==> src/rtl/tick_timer_pkg.sv <==
package tick_timer_pkg;
  typedef enum logic [1:0] {
    MODE_OFF     = 2'b00,
    MODE_RESTART = 2'b01,
    MODE_ONESHOT = 2'b10,
    MODE_CONT    = 2'b11
  } timerMode_e;

  typedef struct packed {
    logic incr;
    logic clear;
    logic setPend;
  } timerStrb_t;
endpackage

==> src/rtl/tick_timer_ctrl.sv <==
module tick_timer_ctrl
  import tick_timer_pkg::*;
#(
  parameter int PERIOD_W = 28
) (
  input  logic                clk,
  input  logic                rstN,
  input  logic [1:0]          modeField,
  input  logic                ieBit,
  input  logic [PERIOD_W-1:0] periodField,
  input  logic [PERIOD_W-1:0] countField,
  input  logic                tickEn,
  input  logic                modeWr,
  input  logic [1:0]          modeWrField,
  output timerStrb_t          strb,
  output logic                haltQ
);
  timerMode_e mode;
  logic       active;
  logic       hit;

  assign mode   = timerMode_e'(modeField);
  assign active = (mode != MODE_OFF) && !haltQ && tickEn;
  assign hit    = active && (countField == periodField);

  always_comb begin
    strb         = '0;
    strb.setPend = hit && ieBit;
    if (active) begin
      if (hit) begin
        unique case (mode)
          MODE_RESTART: strb.clear = 1'b1;
          MODE_CONT:    strb.incr  = 1'b1;
          default:      strb.incr  = 1'b0;
        endcase
      end else begin
        strb.incr = 1'b1;
      end
    end
  end

  always_ff @(posedge clk or negedge rstN) begin
    if (!rstN) begin
      haltQ <= 1'b0;
    end else if (modeWr && (modeWrField != 2'b00)) begin
      haltQ <= 1'b0;
    end else if (hit && (mode == MODE_ONESHOT)) begin
      haltQ <= 1'b1;
    end
  end
endmodule

==> src/rtl/tick_timer_dp.sv <==
module tick_timer_dp
  import tick_timer_pkg::*;
#(
  parameter int DATA_W   = 32,
  parameter int PERIOD_W = 28
) (
  input  logic              clk,
  input  logic              rstN,
  input  logic              regAddr,
  input  logic              regWe,
  input  logic [DATA_W-1:0] regWdata,
  input  timerStrb_t        strb,
  output logic [DATA_W-1:0] regRdata,
  output logic              irq,
  output logic [DATA_W-1:0] modeQ,
  output logic [DATA_W-1:0] countQ
);
  localparam int PEND_BIT = PERIOD_W;
  localparam int IE_BIT   = PERIOD_W + 1;

  logic modeWr;
  logic countWr;

  assign modeWr  = regWe && !regAddr;
  assign countWr = regWe && regAddr;

  always_ff @(posedge clk or negedge rstN) begin
    if (!rstN) begin
      modeQ <= '0;
    end else if (modeWr) begin
      modeQ <= regWdata;
    end else if (strb.setPend) begin
      modeQ[PEND_BIT] <= 1'b1;
    end
  end

  always_ff @(posedge clk or negedge rstN) begin
    if (!rstN) begin
      countQ <= '0;
    end else if (countWr) begin
      countQ <= regWdata;
    end else if (strb.clear) begin
      countQ <= '0;
    end else if (strb.incr) begin
      countQ <= countQ + 1'b1;
    end
  end

  assign regRdata = regAddr ? countQ : modeQ;
  assign irq      = modeQ[PEND_BIT] && modeQ[IE_BIT];
endmodule

==> src/rtl/tick_timer.sv <==
module tick_timer
  import tick_timer_pkg::*;
#(
  parameter int DATA_W   = 32,
  parameter int PERIOD_W = 28
) (
  input  logic              clk,
  input  logic              rstN,
  input  logic              regAddr,
  input  logic              regWe,
  input  logic [DATA_W-1:0] regWdata,
  output logic [DATA_W-1:0] regRdata,
  input  logic              tickEn,
  output logic              irq
);
  localparam int IE_BIT = PERIOD_W + 1;

  timerStrb_t        strb;
  logic [DATA_W-1:0] modeQ;
  logic [DATA_W-1:0] countQ;
  logic              haltQ;

  tick_timer_ctrl #(.PERIOD_W(PERIOD_W)) i_ctrl (
    .clk         (clk),
    .rstN        (rstN),
    .modeField   (modeQ[DATA_W-1 -: 2]),
    .ieBit       (modeQ[IE_BIT]),
    .periodField (modeQ[PERIOD_W-1:0]),
    .countField  (countQ[PERIOD_W-1:0]),
    .tickEn      (tickEn),
    .modeWr      (regWe && !regAddr),
    .modeWrField (regWdata[DATA_W-1 -: 2]),
    .strb        (strb),
    .haltQ       (haltQ)
  );

  tick_timer_dp #(.DATA_W(DATA_W), .PERIOD_W(PERIOD_W)) i_dp (
    .clk      (clk),
    .rstN     (rstN),
    .regAddr  (regAddr),
    .regWe    (regWe),
    .regWdata (regWdata),
    .strb     (strb),
    .regRdata (regRdata),
    .irq      (irq),
    .modeQ    (modeQ),
    .countQ   (countQ)
  );
endmodule

==> config.mk <==
export PLATFORM = sky130hd
export DESIGN_NAME = tick_timer
export DESIGN_NICKNAME = d
export VERILOG_FILES = /design/src/rtl/tick_timer_pkg.sv /design/src/rtl/tick_timer_ctrl.sv /design/src/rtl/tick_timer_dp.sv /design/src/rtl/tick_timer.sv
export SDC_FILE = /design/constraint.sdc
export NUM_CORES = 1
export LEC_CHECK = 0
export ABC_AREA = 1
export ABC_CLOCK_PERIOD_IN_PS = 2400
export BUFFER_PORTS_ARGS = -buffer_cell sky130_fd_sc_hd__buf_4
export CAP_MARGIN = 20
export CORE_ASPECT_RATIO = 2
export CORE_MARGIN = 4
export CORE_UTILIZATION = 58
export DETAILED_ROUTE_END_ITERATION = 10
export HOLD_SLACK_MARGIN = 0.03
export MAX_ROUTING_LAYER = met4
export PLACE_DENSITY_LB_ADDON = 0.1
export SYNTH_ARGS = -nofsm -noshare
export SYNTH_HDL_FRONTEND = slang
export SYNTH_SLANG_ARGS = --single-unit
==> constraint.sdc <==
create_clock -name clk -period 2.4 [get_ports clk]
set_input_delay 0.12 -clock clk [delete_from_list [all_inputs] [get_ports clk]]
set_output_delay 0.12 -clock clk [all_outputs]
set_load 0.005 [all_outputs]
### After elaboration in Yosys (flattened, before gate mapping)

Cells that the tools add are included.

| operators by class | value |
|---|---|
| add/sub/neg operators | 1 |
| equality and inequality tests | 4 |
| mux-type cells | 13 |
| reductions and logical operators | 16 |

Operators by type and width:

| kind | number |
|---|---|
| 2-to-1 mux 32 bit | 4 |
| adder 32 x 1 -> 32 bit (second input constant) | 1 |
| equality test 28 bit | 1 |
| logical AND 1 bit | 9 |
| 2-to-1 mux 1 bit | 8 |
| nonzero test 2 bit | 4 |
| equality test 2 bit (second input constant) | 2 |
| nonzero test 3 bit | 1 |
| equality test 2 x 1 -> 1 bit (second input constant) | 1 |
| zero test 1 bit | 2 |
| 2-to-1 mux 2 bit | 1 |

| word-level totals | value |
|---|---|
| register bits | 65 |
| input bits | 37 |
| output and inout port bits | 33 |

### Depth between registers and ports, before layout

Gate-level depths: netlist of the first run.

| logic depth | value |
|---|---|
| depth in word-level cells | 9 |
| mapped depth | 16 |
| gate-level depth less buffers | 14 |

### By module

A second synthesis of the first run with hierarchy kept.

| unflattened totals | value |
|---|---|
| cells, all modules | 735 |
| area total of the unflattened synthesis | 4683.2 sq um |

Modules (own cells, without submodules):

| module | instances | cells each | area each (sq um) | seq. area each (sq um) |
|---|---|---|---|---|
| tick_timer_dp | 1 | 602 | 3996.3 | 1601.5 |
| tick_timer_ctrl | 1 | 131 | 676.9 | 25.0 |
| tick_timer | 1 | 2 | 10.0 | 0.0 |

### Worst setup path before layout of the first run

OpenSTA, ideal clock, no wires.

| path | value |
|---|---|
| path kind | register to register |
| from | register i_dp.countQ[0] |
| to | register i_dp.countQ[20] |
| library setup time | 0.116 ns |
| data arrival time | 1.709 ns |
| path slack | 0.575 ns |
| cell stages (with the launch flop) | 12 |
| buffers on the path | 0 |
| cell sequence | dfrtp_1 -> ha_1 -> nand2_1 -> nor2_1 -> and2_2 -> nand2_1 -> nor3_1 -> nand2_1 -> xor2_1 -> inv_1 -> nand2_1 -> nand2_1 |

| on the way | value |
|---|---|
| cells in the longest elaborated chain, start to end | 6 |

Ends and longest elaborated chain:

| element | line | source |
|---|---|---|
| from (decl) | tick_timer_dp.sv:16 | `output logic [DATA_W-1:0] countQ` |
| from (signal assigned) | tick_timer_dp.sv:41 | `countQ <= regWdata;` |
| from (signal assigned) | tick_timer_dp.sv:45 | `countQ <= countQ + 1'b1;` |
| parallel branches: the longest is 6 deep, another holds adder 32 x 1 -> 32 bit | -- |  |

Parallel ways; which one is timed is not known. The select of a mux whose other input is x is not followed.
A chain may end at the register's enable or synchronous reset.

### Worst setup path in the final report of the first run

| path | value |
|---|---|
| from | register i_dp.countQ[17] |
| to | register i_dp.countQ[21] |

The elaborated chain is that of the path after synthesis.

==> results.md, run 1 <==
Setup path:
- The delay of the slowest cell on the worst path is 0.46 ns.
- The worst setup path is launched from a flip-flop.
- The critical setup path kind is reg2reg.
- Counting stages on the worst path, the most repeated cell is nand2_1.
- STA classifies the critical path endpoint as a flip-flop.
- At the worst endpoint, the arrival time is 2.50 ns.
- Of all nets on the critical path, the largest fanout is 22.
- The largest individual stage delay along the critical path comes from the cell dfrtp_1.
- The required time at the worst-slack endpoint is 2.66 ns.
- The signal on the critical path passes through xnor2_1 > nand2_1 > nor2_1 > nand3_1 > nor2_4 > nand2_4 > nand2_8 > buf_4 > nand3_2 > nand2_1 > inv_1 > nand2_1.

GRT:
- The number of antenna violations at the first check in global routing came to 0.
- The first global-routing pass estimated 23.6 mm of wire.
- In the global route stage, overall resource usage came out at 0.323.
- The global-route congestion overflow total is 0.
- The met2 usage in global routing is 0.571.
- The met3 routing resource usage after global routing is 0.0392.
- For met1 alone, demand over resource in global routing was 0.339.
- The maximum number of pins on one net before global-route repair is 66.
- The most used routing layer in global routing is met2.
- The number of global-route vias before repair is 4896.

Finish:
- Once layout is complete, the utilization of the core stands at 0.731.
- The synthesis-to-finish area growth is 22.4%.
- Registers take 1630 um2.
- The net count of the finished layout is 864.
- In the final layout, the share of cells above drive strength 1 is 0.178.
- 0 antenna diodes ended up in the layout.
- Summing all multi-input logic gate instances after layout gives 2590 um2.
- The layout has 688 filler cells.

Timing:
- The worst clock skew is ~0.005 ns.
- Setup repair after global routing left no endpoint under its margin.
- At the pin with the least slew margin, the transition time is slightly below 0.9 ns.
- The final worst-path setup slack is 0.161 ns.
- For the finished layout, the period the worst path requires is 2.24 ns.
- The number of hold violations in the final report is 0.
- In the finished design, the share of the clock period the worst path needs comes to 0.933.
- The max-slew violation count is 0.
- Setup violations remaining at the end of the flow were counted as 0.
- For the final routed database, the setup TNS stands at 0 ns.
- Timing would allow up to 447 MHz.
- The worst slew slack as a fraction of its limit is 0.418.

Synth:
- The mean instance size in the synthesized netlist is 6.46 um2.
- The dominant register cell in the synthesized netlist is dfrtp_1.
- For this run, the register share of the synthesized area comes to 0.340.
- After technology mapping, the gate count stands at 740.
- The number of warnings reported in the yosys synthesis log is 0.
- The area of the mapped netlist is 4780 um2.
- After synthesis, the share of flip-flops with an asynchronous set or reset is 1.00.
- Yosys mapped a number of flops with a built-in enable equal to 0.
- The number of different library cells in the post-synthesis netlist is 31.
- When the netlist entered floorplanning its net count stood at 778.
- The count of state elements after synthesis is 65.

Route:
- The final antenna-violating net count is 0.
- The total via count in the routed design is 4915.
- The total iterations of the first detailed-routing run is 5.
- The wire length per cell is 15.7 um.
- The number of design rule violations left after detail routing is 0.
- After the first detailed-routing iteration, the DRC count stood at 351.
- The aggregate routed wire length is between 10 and 15 mm.
- The number of vias per cell after detailed routing is 5.31.

Clocking:
- The cell chosen for the clock root is clkbuf_16.
- The clock-pin slew on the worst setup and hold paths is about 0.050 ns.
- The total setup buffers inserted after CTS is 0.
- The number of H-tree branching levels is 3.
- The worst-skew pair later-pin latency is between 0.3 and 0.4 ns.
- The total clock sinks is 65.
- The maximum count of clock buffers along a single path is 2.
- The TritonCTS clock tree is done.
- The number of clock buffers added by TritonCTS is 9.

Floorplan:
- The area of the core is between 8000 and 9000 um2.
- In this run the count of I/O pins placed on the die edge is 70.
- The horizontal die dimension is 72.2 um.
- The initial core utilization is 0.597.
- In this run the vertical extent of the chip is approximately 140 um.
- The floorplan has 46 rows.
- The die outline area is slightly below 10000 um2.

Placement:
- The global placement routability congestion is around 0.99.
- The count of input and output buffers is 69.
- The worst setup timing slack at the placement stage is 0.144 ns.
- Detailed placement ended at an HPWL of approximately 11 mm.

Pwr:
- For this design the static power due to leakage is ~3.1 nW.
- For this design the ratio of total power to cell area is 735 nW/um2.
- Across the VDD grid, the largest voltage drop is 0.000780 V.

Run:
- The number of max-cap violations is 0.

Hold path:
- The kind of path behind the tightest hold check is in2reg.

Status:
- The flow ran to the end, and the final reports show no timing, DRC or antenna violations.
==> flip-flops by register name, summed over array words and instances (netlist names) <==
name / count
i_dp.modeQ: 32
i_dp.countQ: 32
i_ctrl.haltQ: 1
==> metal layers <==
metal  share of wire  wire (um)  vias up
met4           0.052        750        0
met3           0.045        657       50
li1                -          -     2428
met1            0.36       5260     2265
met2            0.54       7840      172
met5               0          0        -
==> cells in the mapped netlist, types with 5 or more instances <==
master    instances  area, um2
nand2_1         327       1230
inv_1            81        304
dfrtp_1          65       1630
o21ai_0          57        285
nor2_1           38        143
xor2_1           25        219
nand3_1          22        110
nand3_2          20        200
nor3_1           18       90.1
clkbuf_1         17       63.8
inv_2            17       63.8
xnor2_1          10       87.6
buf_2             8       40.0
nand4_1           5       31.3
==> timing repair <==
action	CTS	global route
gates resized for setup	0	1
hold buffers	24	0
hold endpoints to repair	88	0
endpoints found under the setup margin	0	15
==> area by class of cell <==
cell class              count  area share
flip-flops and latches     65       0.278
clock inverters             4     0.00770
inverters                  99      0.0636
clock buffers              11      0.0398
well taps                  96      0.0205
repair buffers            107       0.148
multi-input cells         544       0.442
==> critical path, delay by kind of cell (launching register included) <==
family / cells / cell delay, ns
and+or+nand+nor: 9 / 1.11
DFF: 1 / 0.46
xor gates and xnor gates: 1 / 0.33
buffers and inverters: 2 / 0.26
==> logic make-up (layout without fill, tap and decap cells) <==
group	count (synthesis)	in the layout	synth area share
adder cells (fa/ha/maj)	1	1	0.00262
AO/OA/AOI/OAI	61	61	0.0642
XOR/XNOR	35	35	0.0642
flip-flops	65	65	0.340
AND/OR/NAND/NOR	447	447	0.410
buffers and inverters	131	221	0.118
==> metrics by stage <==
step	power [W]	hold slack (ns)	instance area (um2)	instances
CTS	0.00431	0.0353	5850	926
detailed placement	0.00301	0.285	5330	887
global placement	0.00297	0.277	5330	887
finish	0.00430	0.0359	5850	926
floorplan	0.00249	-0.176	4780	740
global route	0.00458	0.0594	5850	926
==> cell usage in the layout (no fill, tap or decap), types with 2 or more instances in the layout <==
| cell type | count |
|---|---|
| nand2_4 | 3 |
| nor2_2 | 3 |
| nor3_1 | 18 |
| inv_2 | 17 |
| buf_4 | 83 |
| a21oi_1 | 3 |
| nor2_1 | 38 |
| o21ai_0 | 57 |
| nand4_1 | 5 |
| nand3_2 | 20 |
| clkbuf_16 | 9 |
| dfrtp_1 | 64 |
| nand3_1 | 22 |
| dlygate4sd3_1 | 24 |
| nor2_4 | 2 |
| nand2_2 | 3 |
| clkinv_2 | 3 |
| inv_1 | 81 |
| xnor2_1 | 10 |
| clkbuf_1 | 2 |
| nand2_1 | 327 |
| xor2_1 | 25 |
==> final timing paths <==
| check | from | to | slack, ns | depth (start not counted) |
|---|---|---|---|---|
| max in group asynchronous | rstN | i_dp.countQ[0] | 1.31 | 2 |
| worst min register to register | i_ctrl.haltQ | i_ctrl.haltQ | 0.52 | 2 |
| worst min-delay path | regWdata[1] | i_dp.modeQ[1] | 0.04 | 3 |
| worst max-delay path | i_dp.countQ[17] | i_dp.countQ[21] | 0.16 | 12 |
| worst max register to register | i_dp.countQ[17] | i_dp.countQ[21] | 0.16 | 12 |
| min in group asynchronous | rstN | i_dp.modeQ[18] | 0.45 | 2 |
==> report_power, final <==
group / total [W] / leakage [nW] / internal, W / switching (W)
clock: 0.00126 / 0.139 / 0.000793 / 0.000466
combinational: 0.00143 / 2.13 / 0.000600 / 0.000832
sequential: 0.00161 / 0.805 / 0.00130 / 0.000309
total: 0.00430 / 3.08 / 0.00269 / 0.00161
Power figures use the tool's default switching activity.
==> inputs of run 2 (changes only) <==
- PLACE_DENSITY: not set -> 0.81
- PLACE_DENSITY_LB_ADDON: 0.1 -> not set
==> run 2 against run 1 <==
- routed wire length grew 8.1%
- sequential power is essentially flat
- total power grew 3.8%
- critical endpoint is now i_dp.countQ[25]
- combinational power grew 3%
- critical path depth is the same
- utilization grew 1.4 points
==> results.md, run 2 (same netlist as run 1, synthesis figures left out) <==
Floorplan:
- The horizontal die dimension is 72.2 um (unchanged).
- The area of the core is 8000 um2 (unchanged).
- The die outline area was 9840 um2 (unchanged).
- The initial core utilization came to 0.597 (unchanged).
- The vertical die dimension is 136 um (unchanged).
- The number of cell rows was 46 (unchanged).
- The number of primary I/O pins is 70 (unchanged).

Setup path:
- The end of the worst register-to-register path is i_dp.countQ[25].
- The worst register-to-register path begins at i_dp.countQ[0].
- The signal on the critical path passes through inv_1 > nand2_1 > nand2_1 > nand2_1 > nor2_1 > nand3_1 > nor2_4 > nand2_4 > nand2_8 > nand2_4 > nand2_1 > nand2_1.
- The critical path in this run is classified as reg2reg.
- The cell that appears most often on the critical path is nand2_1.
- The critical-path maximum fanout is 14 (-36%).
- The number of cell instances on the worst register-to-register path is 12 (unchanged).
- The kind of cell adding the most delay to the critical path is simple AND/OR/NAND/NOR gates.
- The instance count on the critical path came to 12 (unchanged).
- The capturing element type of the critical path is a flip-flop.
- The setup slack of the worst register-to-register path is 0.11 ns (-0.05 ns).
- The required time at the worst-slack endpoint is 2.62 ns (-0.04 ns).
- The highest-delay cell along the critical path is dfrtp_2.
- The buffers plus inverters on the worst setup path is 1 (-1).
- The delay of the slowest cell on the worst path is 0.48 ns (+0.02 ns).
- The arrival time at the worst endpoint is 2.50 ns (about the same).
- STA classifies the critical path startpoint as a flip-flop.

Pwr:
- The sequential share of power is 0.361 (-0.013).
- The combinational cell fraction of total power is 0.331 (-0.002).
- The power dissipated by switching net loads is 0.00167 W (+3.7%).
- The relative contribution of the clock network to total power is 0.308 (+0.015).
- The worst ir drop on vdd came to 0.000549 V (-30%).
- The fraction of power spent switching nets came to 0.373 (about the same).
- The leakage power is 3.11 nW (+1.1%).
- The total power density per cell area is 749 nW/um2 (+1.8%).
- The internal power consumption is 0.00280 W (+3.8%).

Run:
- The number of max-cap violations is 0 (unchanged).

Timing:
- The achievable clock frequency was 438 MHz (-2.0%).
- The actual slew at the worst max-slew pin came to 0.891 ns (+0.0187 ns).
- The time the final worst path needs with I/O delays and setup is 2.29 ns (+0.0466 ns).
- The final sum of negative setup slack is 0 ns (unchanged).
- The number of hold violations in the final report is 0 (unchanged).
- The count of final setup violators is 0 (unchanged).
- The worst slew slack as a fraction of its limit is 0.406 (-0.0125).
- The worst clock skew came to 0.00660 ns (+0.00160 ns).
- The max-slew violation count is 0 (unchanged).
- Setup repair after global routing left no endpoint under its margin.
- The final critical-path share of the clock period is 0.952 (+0.0194).

GRT:
- The met3 routing resource usage after global routing is 0.0548 (+0.0155).
- The number of antenna violations at the first check in global routing came to 0 (unchanged).
- The number of global-route vias before repair is 5193 (+6.1%).
- The met2 usage in global routing is 0.580 (+0.00863).
- The met1 capacity usage during global routing is 0.338 (about the same).
- The global-route congestion overflow total is 0 (unchanged).
- The wire length of the first global-routing pass was 24.7 mm (+4.4%).
- The maximum number of pins on one net before global-route repair was 66 (unchanged).
- In this run the most used layer during global routing was met2.
- The global-route total usage across every layer is 0.335 (+0.0122).

Hold path:
- For hold timing, the worst endpoint is i_dp.modeQ[5].
- The worst hold path stage count came to 3 (unchanged).
- The kind of path behind the tightest hold check is in2reg.
- The worst hold path startpoint is regWdata[5].

Finish:
- In the layout the commonest cells are nand2_1 (327), inv_1 (81), buf_4 (80).
- The leading cell type in the layout, fill and taps excluded is nand2_1.
- The largest registers in the layout are i_dp.countQ: 32 flops, i_dp.modeQ: 32 flops, i_ctrl.haltQ: 1 flops.
- The number of standard cells in the final layout excluding fillers is 931 (+0.54%).
- The number of antenna cells inserted is 0 (unchanged).
- The fraction of layout cells with a size suffix above 1 came to 0.182 (+0.00372).
- Relative to the synthesized area, the layout overhead comes to 24.7%.
- The net count of the finished layout is 868 (+0.46%).

Clocking:
- The worst-skew pair later-pin latency came to 0.34 ns (about the same).
- The cell chosen for the clock root is clkbuf_16.
- The maximum count of clock buffers along a single path was 2 (unchanged).
- The clock-pin slew on the worst setup and hold paths is 0.06 ns (about the same).
- The number of buffers added by the clock tree synthesis step came to 9 (unchanged).
- The number of H-tree branching levels came to 3 (unchanged).
- TritonCTS built the clock tree.
- The total clock sinks is 65 (unchanged).

Route:
- The final antenna-violating net count is 0 (unchanged).
- The number of vias per cell after detailed routing was 5.48 (+3.3%).
- The number of DRC violations after detailed-routing iteration 0 is 380 (+8.3%).
- The total via count in the routed design came to 5106 (+3.9%).
- The total iterations of the first detailed-routing run is 5 (unchanged).
- The wire length per cell is 16.8 um (+7.5%).
- The aggregate routed wire length is 15.7 mm (+8.1%).
- The number of design rule violations left after detail routing is 0 (unchanged).

Placement:
- The total half-perimeter wirelength after legalization and detailed placement was 10.8 mm (+0.95%).
- The global placement routability congestion came to 0.989 (-0.21%).
- The total instance count after detailed placement is 884 (-0.34%).
- The count of input and output buffers is 69 (unchanged).

Status:
- The run finished with clean final reports.
run 2: cell types whose count changed in the layout (fill, tap and decap cells not counted), moves of 2 or more:
cell           previous run  this run
clkbuf_8                  0         3
buf_4                    83        80
clkinv_2                  3         1
dlygate4sd3_1            24        28
run 2: repair_timing:
item / in CTS / in global routing
setup buffers: 0 / 0
hold endpoints to repair: 92 / 0
endpoints found under the setup margin: 0 / 31
resized for setup: 0 / 5
hold buffers: 28 / 0
run 2: power groups by stage:
stage | combinational (W) | clock (W) | sequential [W]
global route | 0.00166 | 0.00143 | 0.00164
finish | 0.00148 | 0.00137 | 0.00161
detailed placement | 0.00140 | 0 | 0.00162
floorplan | 0.00100 | 0 | 0.00149
CTS | 0.00145 | 0.00137 | 0.00160
global placement | 0.00137 | 0 | 0.00161
run 2: worst max path at each step:
stage | start | slack, ns | end
floorplan | i_dp.countQ[0] | 0.58 | i_dp.countQ[20]
global placement | i_dp.countQ[0] | 0.09 | i_dp.countQ[3]
detailed placement | i_dp.countQ[0] | 0.04 | i_dp.countQ[3]
CTS | i_dp.countQ[0] | 0.004 | i_dp.countQ[3]
global route | i_dp.countQ[0] | 0.005 | i_dp.countQ[20]
finish | i_dp.countQ[0] | 0.11 | i_dp.countQ[25]
run 2: layout make-up:
class                   count  area, um2
clock buffers              14        274
clock inverters             2       35.0
fillers                   659       2040
inverters                  99        372
multi-input cells         546       2620
flip-flops and latches     65       1630
well taps                  96        120
repair buffers            109        908
run 2: worst min-delay path: cells and delay by family:
kind,cells,cell delay [ns]
buffers and inverters,1,0.09
AOI/OAI and AO/OA,1,0.08
and+or+nand+nor,1,0.05
run 2: routing by layer:
metal / part of all wire / up-vias
li1: - / 2436
met1: 0.35 / 2392
met2: 0.54 / 209
met3: 0.050 / 69
met4: 0.063 / 0
met5: 0 / -
run 2: through the flow:
stage / setup WS, ns / area (um2) / power, W / util / hold slack [ns]
floorplan: 0.575 / 4780 / 0.00249 / - / -0.176
global placement: 0.0898 / 5310 / 0.00298 / 0.663 / 0.286
detailed placement: 0.0391 / 5310 / 0.00301 / 0.663 / 0.283
CTS: 0.00393 / 5890 / 0.00442 / 0.737 / 0.0331
global route: 0.00496 / 5960 / 0.00473 / 0.745 / 0.0489
finish: 0.114 / 5960 / 0.00446 / 0.745 / 0.0368
==> inputs of run 3 (changes only) <==
- CORE_UTILIZATION: 58 -> 23
- CTS_BUF_LIST: not set -> sky130_fd_sc_hd__clkbuf_16
- MAX_ROUTING_LAYER: met4 -> not set
- PLACE_DENSITY: 0.81 -> not set
==> run 3 against run 2 <==
- first-iteration DRC count decreased by 42%
- routed wire length increased by 9.4%
- die area increased by 140%
- worst hold slack improved by 0.0027 ns
- sequential cell count unchanged
- clock power decreased by 15%
- register-to-register slack improved by 0.09 ns
- global-route usage decreased by 18 points
- largest cell class unchanged
==> results.md, run 3 (same netlist as run 1, synthesis figures left out) <==
Route:
- The number of DRC violations after detailed-routing iteration 0 is 220 (-42%).
- The wire length per cell is 15.4 um (-8.6%).
- The aggregate routed wire length was 17.2 mm (+9.4%).
- The total via count in the routed design is 4931 (-3.4%).
- The number of vias per cell after detailed routing is 4.42 (-19%).
- The final antenna-violating net count is 0 (unchanged).
- The total iterations of the first detailed-routing run is 4 (-1).
- The number of design rule violations left after detail routing is 0 (unchanged).

Clocking:
- The total setup buffers inserted after CTS is 0 (unchanged).
- TritonCTS built the clock tree.
- The worst-skew pair later-pin latency is 0.34 ns (about the same).
- The clock-pin slew on the worst setup and hold paths was 0.06 ns (about the same).
- The total clock sinks is 65 (unchanged).
- The number of buffers added by the clock tree synthesis step came to 9 (unchanged).
- The maximum count of clock buffers along a single path is 2 (unchanged).
- The cell sitting at the root of the clock tree is a clkbuf_16.
- The number of H-tree branching levels came to 3 (unchanged).

GRT:
- The global-route congestion overflow total came to 0 (unchanged).
- The most used routing layer in global routing is met2.
- The wire length of the first global-routing pass is 26.7 mm (+8.0%).
- The met2 usage in global routing came to 0.287 (-0.293).
- The global-route total usage across every layer is 0.153 (-0.182).
- The met3 routing resource usage after global routing came to 0.0217 (-0.0331).
- The number of global-route vias before repair is 5165 (-0.54%).
- The met1 capacity usage during global routing is 0.140 (-0.198).
- The number of antenna violations at the first check in global routing came to 0 (unchanged).
- The maximum number of pins on one net before global-route repair is 66 (unchanged).

Placement:
- The total half-perimeter wirelength after legalization and detailed placement is 13.3 mm (+23%).
- The global placement routability congestion was 1.02 (+3.0%).
- The count of input and output buffers is 69 (unchanged).

Timing:
- The final critical-path share of the clock period is 0.916 (-0.0362).
- Setup repair after global routing left no endpoint under its margin.
- The final sum of negative setup slack is 0 ns (unchanged).
- The time the final worst path needs with I/O delays and setup is 2.20 ns (-0.0869 ns).
- The worst hold slack across all endpoints is 0.0395 ns (+0.00273 ns).
- The worst clock skew is 0.00839 ns (+0.00179 ns).
- The number of hold violations in the final report is 0 (unchanged).
- The worst slew slack as a fraction of its limit is 0.376 (-0.0296).
- The achievable clock frequency is 455 MHz (+4.0%).
- The count of final setup violators came to 0 (unchanged).
- The max-slew violation count is 0 (unchanged).
- The actual slew at the worst max-slew pin is 0.936 ns (+0.0445 ns).

Floorplan:
- The horizontal die dimension is 110 um (+52%).
- The die outline area was 23300 um2 (+140%).
- The vertical die dimension is 212 um (+55%).
- The number of primary I/O pins is 70 (unchanged).
- The area of the core is 20500 um2 (+160%).
- The initial core utilization was 0.233 (-0.364).
- The number of cell rows is 74 (+61%).

Finish:
- The fraction of layout cells with a size suffix above 1 is 0.187 (+0.00524).
- The number of antenna cells inserted is 0 (unchanged).
- The largest registers in the layout are i_dp.countQ: 32 flops, i_dp.modeQ: 32 flops, i_ctrl.haltQ: 1 flops.
- The library cell used most frequently in the layout, excluding fill and tap cells, is nand2_1.
- The register area was 1630 um2 (-0.15%).
- The number of fill cells is 2222 (+240%).
- Leaving out fill and tap cells, the most frequent cells in the layout are nand2_1 (327), buf_4 (94), inv_1 (83).
- The synthesis-to-finish area growth is 29.9%.
- The area used by multi-input combinational logic came to 2590 um2 (-1.1%).
- The net count of the finished layout is 882 (+1.6%).

Setup path:
- The critical setup path kind is reg2reg.
- The arrival time at the worst endpoint was 2.42 ns (-0.08 ns).
- The critical-path maximum fanout is 8 (-6).
- The required time at the worst-slack endpoint is 2.63 ns (about the same).
- STA classifies the critical path startpoint as a flip-flop.
- The worst setup path is captured at a flip-flop.

Hold path:
- The kind of path behind the tightest hold check is in2reg.

Run:
- The number of max-cap violations is 0 (unchanged).

Pwr:
- The leakage power is 3.16 nW (+1.7%).
- The total power density per cell area is 698 nW/um2 (-6.7%).
- The worst ir drop on vdd is 0.000318 V (-42%).

Status:
- The flow ran to the end, and the final reports show no timing, DRC or antenna violations.
run 3: worst paths after layout:
path / start / to / cells after the start / slack, ns
min in group asynchronous: rstN / i_dp.modeQ[5] / 2 / 0.44
max in group asynchronous: rstN / i_dp.modeQ[29] / 2 / 1.31
min reg2reg: i_ctrl.haltQ / i_ctrl.haltQ / 2 / 0.52
max reg2reg: i_dp.countQ[0] / i_dp.countQ[20] / 11 / 0.20
min: regWdata[24] / i_dp.modeQ[24] / 3 / 0.04
max: i_dp.countQ[0] / i_dp.countQ[20] / 11 / 0.20
run 3: through the flow:
| step | cells | cell area (um2) | util | setup WS (ns) | total power (W) |
|---|---|---|---|---|---|
| global placement | 1069 | 5640 | 0.276 | 0.128 | 0.00314 |
| CTS | 1115 | 6200 | 0.303 | 0.101 | 0.00437 |
| global route | 1115 | 6200 | 0.303 | 0.0320 | 0.00462 |
| finish | 1115 | 6200 | 0.303 | 0.201 | 0.00433 |
| detailed placement | 1069 | 5640 | 0.276 | 0.114 | 0.00315 |
| floorplan | 740 | 4780 | - | 0.575 | 0.00249 |
run 3: where the power goes:
group	switching [W]	internal, W
combinational	0.000918	0.000655
sequential	0.000293	0.00130
clock	0.000489	0.000678
total	0.00170	0.00263
run 3: final cells by class:
class,count,share of cell area
sequential,65,0.262
clock buffer,9,0.0363
tap,266,0.0537
multi-input combinational,544,0.418
clock inverter,7,0.00484
timing repair buffer,125,0.165
inverter,99,0.0599
run 3: timing repair:
| action | in CTS | in global routing |
|---|---|---|
| gates resized for setup | 0 | 1 |
| hold buffers | 30 | 0 |
| endpoints found under the setup margin | 0 | 1 |
| endpoints found under the hold margin | 94 | 0 |
run 3: layer usage:
layer	routed length [um]	share of wire
met5	0	0
met4	1320	0.077
met3	573	0.033
met2	9440	0.55
met1	5830	0.34
run 3: worst max-delay path, stage by stage (launching register included):
cell     delay, ns
dfrtp_1       0.49
ha_1          0.29
nand2_1       0.08
nor2_1        0.22
and2_2        0.25
nand2_1       0.09
nor3_2        0.23
nand2_1       0.10
xor2_1        0.16
inv_1         0.05
nand2_1       0.06
nand2_1       0.05
